[config.mk]
export PLATFORM = sky130hd
export DESIGN_NAME = sector_erase_queue
export DESIGN_NICKNAME = d
export VERILOG_FILES = /design/src/rtl/sector_erase_queue.sv
export SDC_FILE = /design/constraint.sdc
export NUM_CORES = 1
export LEC_CHECK = 0
export ABC_AREA = 0
export CAP_MARGIN = 10
export CORE_MARGIN = 2
export CORE_UTILIZATION = 30
export CTS_BUF_LIST = sky130_fd_sc_hd__clkbuf_4
export CTS_CLUSTER_DIAMETER = 200
export DETAILED_ROUTE_END_ITERATION = 8
export PLACE_DENSITY = 0.67
export SLEW_MARGIN = 20
export SYNTH_ARGS = -nofsm -noshare
export SYNTH_HDL_FRONTEND = slang
export SYNTH_SLANG_ARGS = --single-unit
[constraint.sdc]
create_clock -name clk -period 1.8 [get_ports clk]
set_input_delay 0.18 -clock clk [delete_from_list [all_inputs] [get_ports clk]]
set_output_delay 0.18 -clock clk [all_outputs]
set_load 0.01 [all_outputs]
[src/rtl/sector_erase_queue.sv]
module sector_erase_queue #(
  parameter int SECTORS   = 8,
  parameter int KEY_W     = 11,
  parameter int ADDR_W    = KEY_W + $clog2(SECTORS),
  parameter int CMD_W     = 8,
  parameter int WINDOW_US = 80,
  parameter logic [KEY_W-1:0] KEY_A = 11'h555,
  parameter logic [KEY_W-1:0] KEY_B = 11'h2AA,
  parameter logic [CMD_W-1:0] CMD_UNLOCK1 = 8'hAA,
  parameter logic [CMD_W-1:0] CMD_UNLOCK2 = 8'h55,
  parameter logic [CMD_W-1:0] CMD_ARM     = 8'h80,
  parameter logic [CMD_W-1:0] CMD_SECTOR  = 8'h30,
  parameter logic [CMD_W-1:0] CMD_SUSPEND = 8'hB0
) (
  input  logic               clk,
  input  logic               rst_n,
  input  logic               wr_fall,
  input  logic               wr_rise,
  input  logic [ADDR_W-1:0]  wr_addr,
  input  logic [CMD_W-1:0]   wr_data,
  input  logic               us_tick,
  output logic [SECTORS-1:0] sect_map,
  output logic               window_open,
  output logic               erase_go,
  output logic               abort_read
);
  localparam int SEC_W = $clog2(SECTORS);
  localparam int CNT_W = $clog2(WINDOW_US + 1);
  localparam logic [CNT_W-1:0] LAST = CNT_W'(WINDOW_US - 1);

  typedef enum logic [2:0] {S_READ, S_K1, S_K2, S_ARM, S_K4, S_K5, S_OPEN} st_t;

  st_t               st;
  logic [CNT_W-1:0]  cnt;
  logic              hold;
  logic [SECTORS-1:0] map;
  logic              go, abort;

  wire [SEC_W-1:0]   sec_idx = wr_addr[ADDR_W-1 -: SEC_W];
  wire [SECTORS-1:0] sec_bit = {{(SECTORS-1){1'b0}}, 1'b1} << sec_idx;
  wire key_a   = wr_addr[KEY_W-1:0] == KEY_A;
  wire key_b   = wr_addr[KEY_W-1:0] == KEY_B;
  wire is_ers  = wr_data == CMD_SECTOR;
  wire is_sus  = wr_data == CMD_SUSPEND;
  wire expire  = us_tick && !hold && cnt == LAST;

  always_ff @(posedge clk) begin
    if (!rst_n) begin
      st    <= S_READ;
      cnt   <= '0;
      hold  <= 1'b0;
      map   <= '0;
      go    <= 1'b0;
      abort <= 1'b0;
    end else begin
      go    <= 1'b0;
      abort <= 1'b0;
      if (go) map <= '0;
      case (st)
        S_READ: if (wr_rise && wr_data == CMD_UNLOCK1 && key_a) st <= S_K1;
        S_K1:   if (wr_rise) st <= (wr_data == CMD_UNLOCK2 && key_b) ? S_K2  : S_READ;
        S_K2:   if (wr_rise) st <= (wr_data == CMD_ARM     && key_a) ? S_ARM : S_READ;
        S_ARM:  if (wr_rise) st <= (wr_data == CMD_UNLOCK1 && key_a) ? S_K4  : S_READ;
        S_K4:   if (wr_rise) st <= (wr_data == CMD_UNLOCK2 && key_b) ? S_K5  : S_READ;
        S_K5:
          if (wr_rise) begin
            if (is_ers) begin
              st   <= S_OPEN;
              map  <= sec_bit;
              cnt  <= '0;
              hold <= 1'b0;
            end else begin
              st <= S_READ;
            end
          end
        S_OPEN: begin
          if (wr_fall) hold <= 1'b1;
          if (wr_rise) begin
            hold <= 1'b0;
            cnt  <= '0;
            if (is_ers) begin
              map <= map | sec_bit;
            end else if (!is_sus) begin
              st    <= S_READ;
              map   <= '0;
              abort <= 1'b1;
            end
          end else if (expire) begin
            st <= S_READ;
            go <= 1'b1;
          end else if (us_tick && !hold) begin
            cnt <= cnt + 1'b1;
          end
        end
        default: st <= S_READ;
      endcase
    end
  end

  assign sect_map    = map;
  assign window_open = st == S_OPEN;
  assign erase_go    = go;
  assign abort_read  = abort;
endmodule


==> summary.txt, run 1 <==
ant diodes - 0
CP Cell Sequence - buf_4, and3b_2, nand3_1, o2bb2ai_1, o2bb2ai_1
Hold Path Class - in2reg
Synth area leaders - dfxtp_1 (32%), o2bb2ai_1 (5.3%), nand3_1 (4.5%), nor4bb_1 (3.8%), nand2_1 (2.8%)
clk root buf - clkbuf_4
Vias/cell - 5.27
DR pass1 iterations - 4
Max-Slew Margin vs Limit - 64.0%
Slew @ Worst Pin - 541 ps
DR iter-0 viols - 49
vias in the first global route - 1475
GP Congestion - 0.852
Routed met3 length - 217 um
Net Count, Synth - 185
max layer used - met4
H-tree levels - 1
Post-route DRC - 0
CTS sink count - 21
Setup TNS - 0 ps
Filler Cell Count - 441
CP Launch Type - flip-flop
Worst-Skew Late Latency - 310 ps
antenna viol nets, final - 0
YS warnings - 0
peak supply drop - 0.000349 V
Total Routing Usage GR - 15.8%
ys async rst share - 0%
standard-cell rows - 24
Worst path max stage delay - 490 ps
Setup Skew - 3.25 ps
Num CTS Buffers - 3
status - complete, no violations
CP required - 2040 ps
post-synthesis cell type count - 43
max_cap viols - 0
period utilization - 95.5%
Hold Vio Cnt, Final - 0
clock-pin transition on the worst setup and hold timing paths - 110 ps
Core Footprint - 0.00432 mm^2
power per cell area - 406 mW/mm^2
dominant cell type by area after synthesis - dfxtp_1
CTS tree - yes
total congestion overflow - 0
first-pass GRT wire length - 6500 um
R2R Setup Slk - 80 ps
die area - 0.00498 mm^2
synthesized area - 0.00133 mm^2
Post-synth EDFFs - 0
share of cells above drive strength 1 - 24.6%
Crit-path slowest cell - o2bb2ai_1
min Tclk post-route - 1720 ps
Total Wirelength - 3780 um
chip height - 70.6 um
CP Capture Type - flip-flop
max-slew violations - 0
DPL Wire Length - 3060 um
FF/Latch Area - 422 um^2
RSZ-0062 raised after global routing - true
Yosys reg bits - 21
top_reg_cell synth - dfxtp_1
Setup Viol. Count Final - 0
Pleak - 0.764 nW
CP arrival - 1960 ps
Boundary Pins - 38
Crit Path Max Fanout - 8
Syn Inst Count - 157
final hold slack - 461 ps
Syn-to-layout area delta - 58.0%
post-synthesis sequential area ratio - 31.6%
final net count - 261
clock buffer depth - 2
Initial Util - 30.7%
Routed WL per cell - 13.3 um
Synth top area share - 31.6%
FMAX - 581 MHz
Mapped Avg Cell Area - 8.46 um^2
met2 wire len - 1690 um
M1 WL - 1840 um
PortBufs - 37
largest net degree at the start of global routing - 12
area of the multi-input gates - 891 um^2
die width - 70.6 um
Vias - 1498
CP most frequent cell - o2bb2ai_1
initial antenna violation count - 0
WS Path Type - reg2reg
## where the power goes
group	switching (mW)	leakage [nW]	internal (mW)
Sequential	0.0000000391	0.170	0.464
Clock	0.143	0.0184	0.102
Combinational	0.0549	0.576	0.0892
## cell type report
type	instances	share of cell area (%)
Timing Repair Buffer	76	31.5
Multi-Input combinational cell	123	42.4
Inverter	8	1.43
Tap cell	52	3.10
Sequential cell	21	20.1
Clock buffer	4	1.43
## critical path: cells and delay by family (launching register included)
family | cells | cell delay, ps
compound gates | 2 | 670
simple gates | 2 | 460
flops | 1 | 360
buf+inv | 1 | 170
## cell usage in the layout (no fill, tap or decap), drive strengths merged, types with 5 or more instances in the layout
| master | synthesis | routed |
|---|---|---|
| nor3 | 5 | 5 |
| clkdlybuf4s50 | 0 | 36 |
| buf | 0 | 39 |
| o21ai | 5 | 5 |
| nor2 | 10 | 10 |
| inv | 8 | 8 |
| nand3 | 13 | 13 |
| a21oi | 6 | 6 |
| nor4 | 6 | 6 |
| o2bb2ai | 8 | 8 |
| nand2 | 10 | 10 |
| nor2b | 5 | 5 |
| dfxtp | 21 | 21 |
| nand4 | 5 | 5 |
| nor4bb | 5 | 5 |
## metrics by stage
step / setup WS, ps / utilization, % / power (mW) / instances / area [um^2]
2_1_floorplan: 141 / - / 0.512 / 157 / 1330
3_3_place_gp: -250 / 47.0 / 0.614 / 279 / 2030
3_5_place_dp: -288 / 47.0 / 0.615 / 279 / 2030
4_1_cts: 48.4 / 47.7 / 0.859 / 283 / 2060
5_1_grt: -26.2 / 48.6 / 0.892 / 284 / 2100
6_report: 80.3 / 48.6 / 0.853 / 284 / 2100
## Yosys cell counts (all sizes together), types with 2 or more instances
cell,count
nand2,10
dfxtp,21
a21oi,6
and3b,3
nand4,5
o2bb2ai,8
a41o,2
a31oi,2
o31ai,2
o211ai,4
nand3,13
clkbuf,5
xnor2,4
nor3b,4
o21ai,5
nor4bb,5
nand3b,2
a41oi,2
inv,8
nor4b,2
nor3,5
nor2b,5
and3,2
or3,2
nor2,10
nand2b,3
nor4,6
## path summary, 6_finish.rpt
path / startpoint / end / cells after the start
setup reg to reg: st[0] / sect_map[1] / 5
setup / recovery: st[0] / sect_map[1] / 5
hold reg to reg: sect_map[4] / sect_map[4] / 1
hold / removal: wr_fall / hold / 3
## flip-flops by register name, indices dropped and copies added, names as in the netlist
register,flops
abort_read,1
erase_go,1
hold,1
cnt,7
st,3
sect_map,8
## metal layers
layer | global-route usage (%) | vias to the layer above
li1 | - | 765
met1 | 22.0 | 694
met2 | 24.8 | 34
met3 | 4.13 | 5
met4 | 3.14 | 0
met5 | 0 | -
## cells by family after synthesis
family                   after synthesis  synth area share, %
flip-flops                            21                 31.6
adder cells (fa/ha/maj)                1                0.941
XOR/XNOR                               4                 2.64
AO/OA/AOI/OAI                         39                 23.4
AND/OR/NAND/NOR                       79                 37.7
buffers and inverters                 13                 3.67
## timing repair
item,in CTS,in global routing
pin swaps,0,2
endpoints found under the setup margin,1,14
hold buffers,0,0
gates cloned,0,0
gates resized for setup,2,6
buffers inserted,0,1
No activity file was read; power rests on OpenSTA's default activity.
==> run 2: changes to the inputs <==
--- a/config.mk
+++ b/config.mk
@@ -9,7 +9,7 @@
 export CAP_MARGIN = 10
 export CORE_MARGIN = 2
 export CORE_UTILIZATION = 30
-export CTS_BUF_LIST = sky130_fd_sc_hd__clkbuf_4
+export CTS_BUF_LIST = sky130_fd_sc_hd__clkbuf_4 sky130_fd_sc_hd__clkbuf_8
 export CTS_CLUSTER_DIAMETER = 200
 export DETAILED_ROUTE_END_ITERATION = 8
 export PLACE_DENSITY = 0.67
==> summary.txt, run 2 (same netlist as run 1, synthesis figures left out) <==
status - complete, no violations (unchanged)
total congestion overflow - 0 (unchanged)
vias in the first global route - 1475 (unchanged)
Hold Path Class - reg2reg (was in2reg)
largest net degree at the start of global routing - 12 (unchanged)
CP Capture Type - flip-flop (unchanged)
DR pass1 iterations - 4 (unchanged)
Max-Slew Margin vs Limit - 76.1% (was 64.0%)
Final Core Density - 50.1% (was 48.6%)
die area - 0.00498 mm^2 (unchanged)
DR iter-0 viols - 53 (was 49)
Hold Vio Cnt, Final - 0 (unchanged)
die width - 70.6 um (unchanged)
reg2reg path depth - 5 (unchanged)
WHS Endpoint - sect_map[0] (was hold)
CP arrival - 1850 ps (was 1960 ps)
max-slew violations - 0 (unchanged)
period utilization - 94.1% (was 95.5%)
most common cell after layout, fill and taps aside - buf_4 (unchanged)
Num CTS Buffers - 3 (unchanged)
clock buffer depth - 2 (unchanged)
Initial Util - 30.7% (unchanged)
first-pass GRT wire length - 6520 um (was 6500 um)
Setup TNS - 0 ps (unchanged)
commonest non-fill, non-tap cells in the layout - buf_4 (39), clkdlybuf4s50_1 (34), dfxtp_1 (20), nand3_1 (12) (was buf_4 (39), clkdlybuf4s50_1 (36), dfxtp_1 (20), nand3_1 (12))
CTS sink count - 21 (unchanged)
min Tclk post-route - 1690 ps (was 1720 ps)
clk root buf - clkbuf_8 (was clkbuf_4)
Crit Path Max Fanout - 8 (unchanged)
power per cell area - 430 mW/mm^2 (was 406 mW/mm^2)
R2R Setup Slk - 110 ps (was 80 ps)
Post-route DRC - 0 (unchanged)
final net count - 261 (unchanged)
r2r startpoint - st[1] (was st[0])
initial antenna violation count - 0 (unchanged)
antenna viol nets, final - 0 (unchanged)
share of cells above drive strength 1 - 27.6% (was 24.6%)
Worst-Skew Late Latency - 260 ps (was 310 ps)
area of the multi-input gates - 935 um^2 (was 891 um^2)
Routed WL per cell - 13.5 um (was 13.3 um)
Syn-to-layout area delta - 63.1% (was 58.0%)
chip height - 70.6 um (unchanged)
DPL Wire Length - 3060 um (unchanged)
total power - 0.932 mW (was 0.853 mW)
Hold Path Cell Cnt - 1 (was 3)
HP Start - sect_map[0] (was wr_fall)
Setup Viol. Count Final - 0 (unchanged)
Filler Cell Count - 430 (was 441)
Largest register FFs - 8 (unchanged)
Total Routing Usage GR - 15.8% (about the same)
final hold slack - 469 ps (was 461 ps)
clock-pin transition on the worst setup and hold timing paths - 70 ps (was 110 ps)
max_cap viols - 0 (unchanged)
standard-cell rows - 24 (unchanged)
Setup Skew - 1.37 ps (was 3.25 ps)
ant diodes - 0 (unchanged)
Pleak - 0.790 nW (was 0.764 nW)
# hold bufs at CTS - 0 (unchanged)
CP Launch Type - flip-flop (unchanged)
PortBufs - 37 (unchanged)
Boundary Pins - 38 (unchanged)
Total Wirelength - 3840 um (was 3780 um)
Vias - 1504 (was 1498)
FMAX - 590 MHz (was 581 MHz)
Vias/cell - 5.30 (was 5.27)
Core Footprint - 0.00432 mm^2 (unchanged)
FF/Latch Area - 422 um^2 (unchanged)
Slew @ Worst Pin - 354 ps (was 541 ps)
GP Congestion - 0.852 (unchanged)
peak supply drop - 0.000385 V (was 0.000349 V)
reg2reg end - cnt[0] (was sect_map[1])
H-tree levels - 1 (unchanged)
setup ws final - 106 ps (was 80.3 ps)
CTS tree - yes (unchanged)
CP required - 1960 ps (was 2040 ps)
Place WS - -288 ps (unchanged)
WS Path Type - reg2reg (unchanged)
-- run 2: report_power, final --
group	internal, mW	switching, mW
sequential	0.464	0.0000000507
combinational	0.0900	0.0563
clock	0.173	0.149
total	0.727	0.205
-- run 2: worst max path at each step --
stage               slack [ps]        from  depth (start not counted)          end
finish                     110       st[1]                          5       cnt[0]
global route               -20  wr_data[0]                          9        st[2]
CTS                         -7  wr_data[0]                          6       cnt[5]
detailed placement        -290  wr_data[0]                          6       cnt[5]
global placement          -250  wr_data[0]                          6  sect_map[1]
floorplan                  140      cnt[4]                          4       cnt[0]
-- run 2: area by class of cell --
| cell class | instances | share of cell area [%] |
|---|---|---|
| clock buffers | 4 | 2.25 |
| inverters | 8 | 1.39 |
| multi-input cells | 123 | 43.1 |
| flip-flops and latches | 21 | 19.5 |
| well taps | 52 | 3.00 |
| repair buffers | 76 | 30.8 |
-- run 2: worst max-delay path, cell delays in order, from the launching register on --
cell and delay [ps]:
dfxtp_1 500, and3b_1 270, a41oi_4 330, nor2_1 120, buf_4 150, a41o_1 210
-- run 2: timing repair --
item | 4_1_cts | 5_1_grt
setup endpoints to repair | 2 | 19
gates cloned | 0 | 0
buffers inserted | 0 | 1
pin swaps | 0 | 3
resized for setup | 2 | 15
-- run 2: through the flow --
step | instances | cell area, um^2
final | 284 | 2170
after global routing | 284 | 2170
after CTS | 283 | 2080
after detailed placement | 279 | 2030
after global placement | 279 | 2030
after floorplan | 157 | 1330
-- run 2: layer usage --
metal | global-route usage (%) | wire (um) | vias up
li1 | - | - | 761
met1 | 22.1 | 1830 | 692
met4 | 3.14 | 27 | 0
met3 | 4.56 | 230 | 5
met2 | 24.7 | 1750 | 46
met5 | 0 | 0 | -
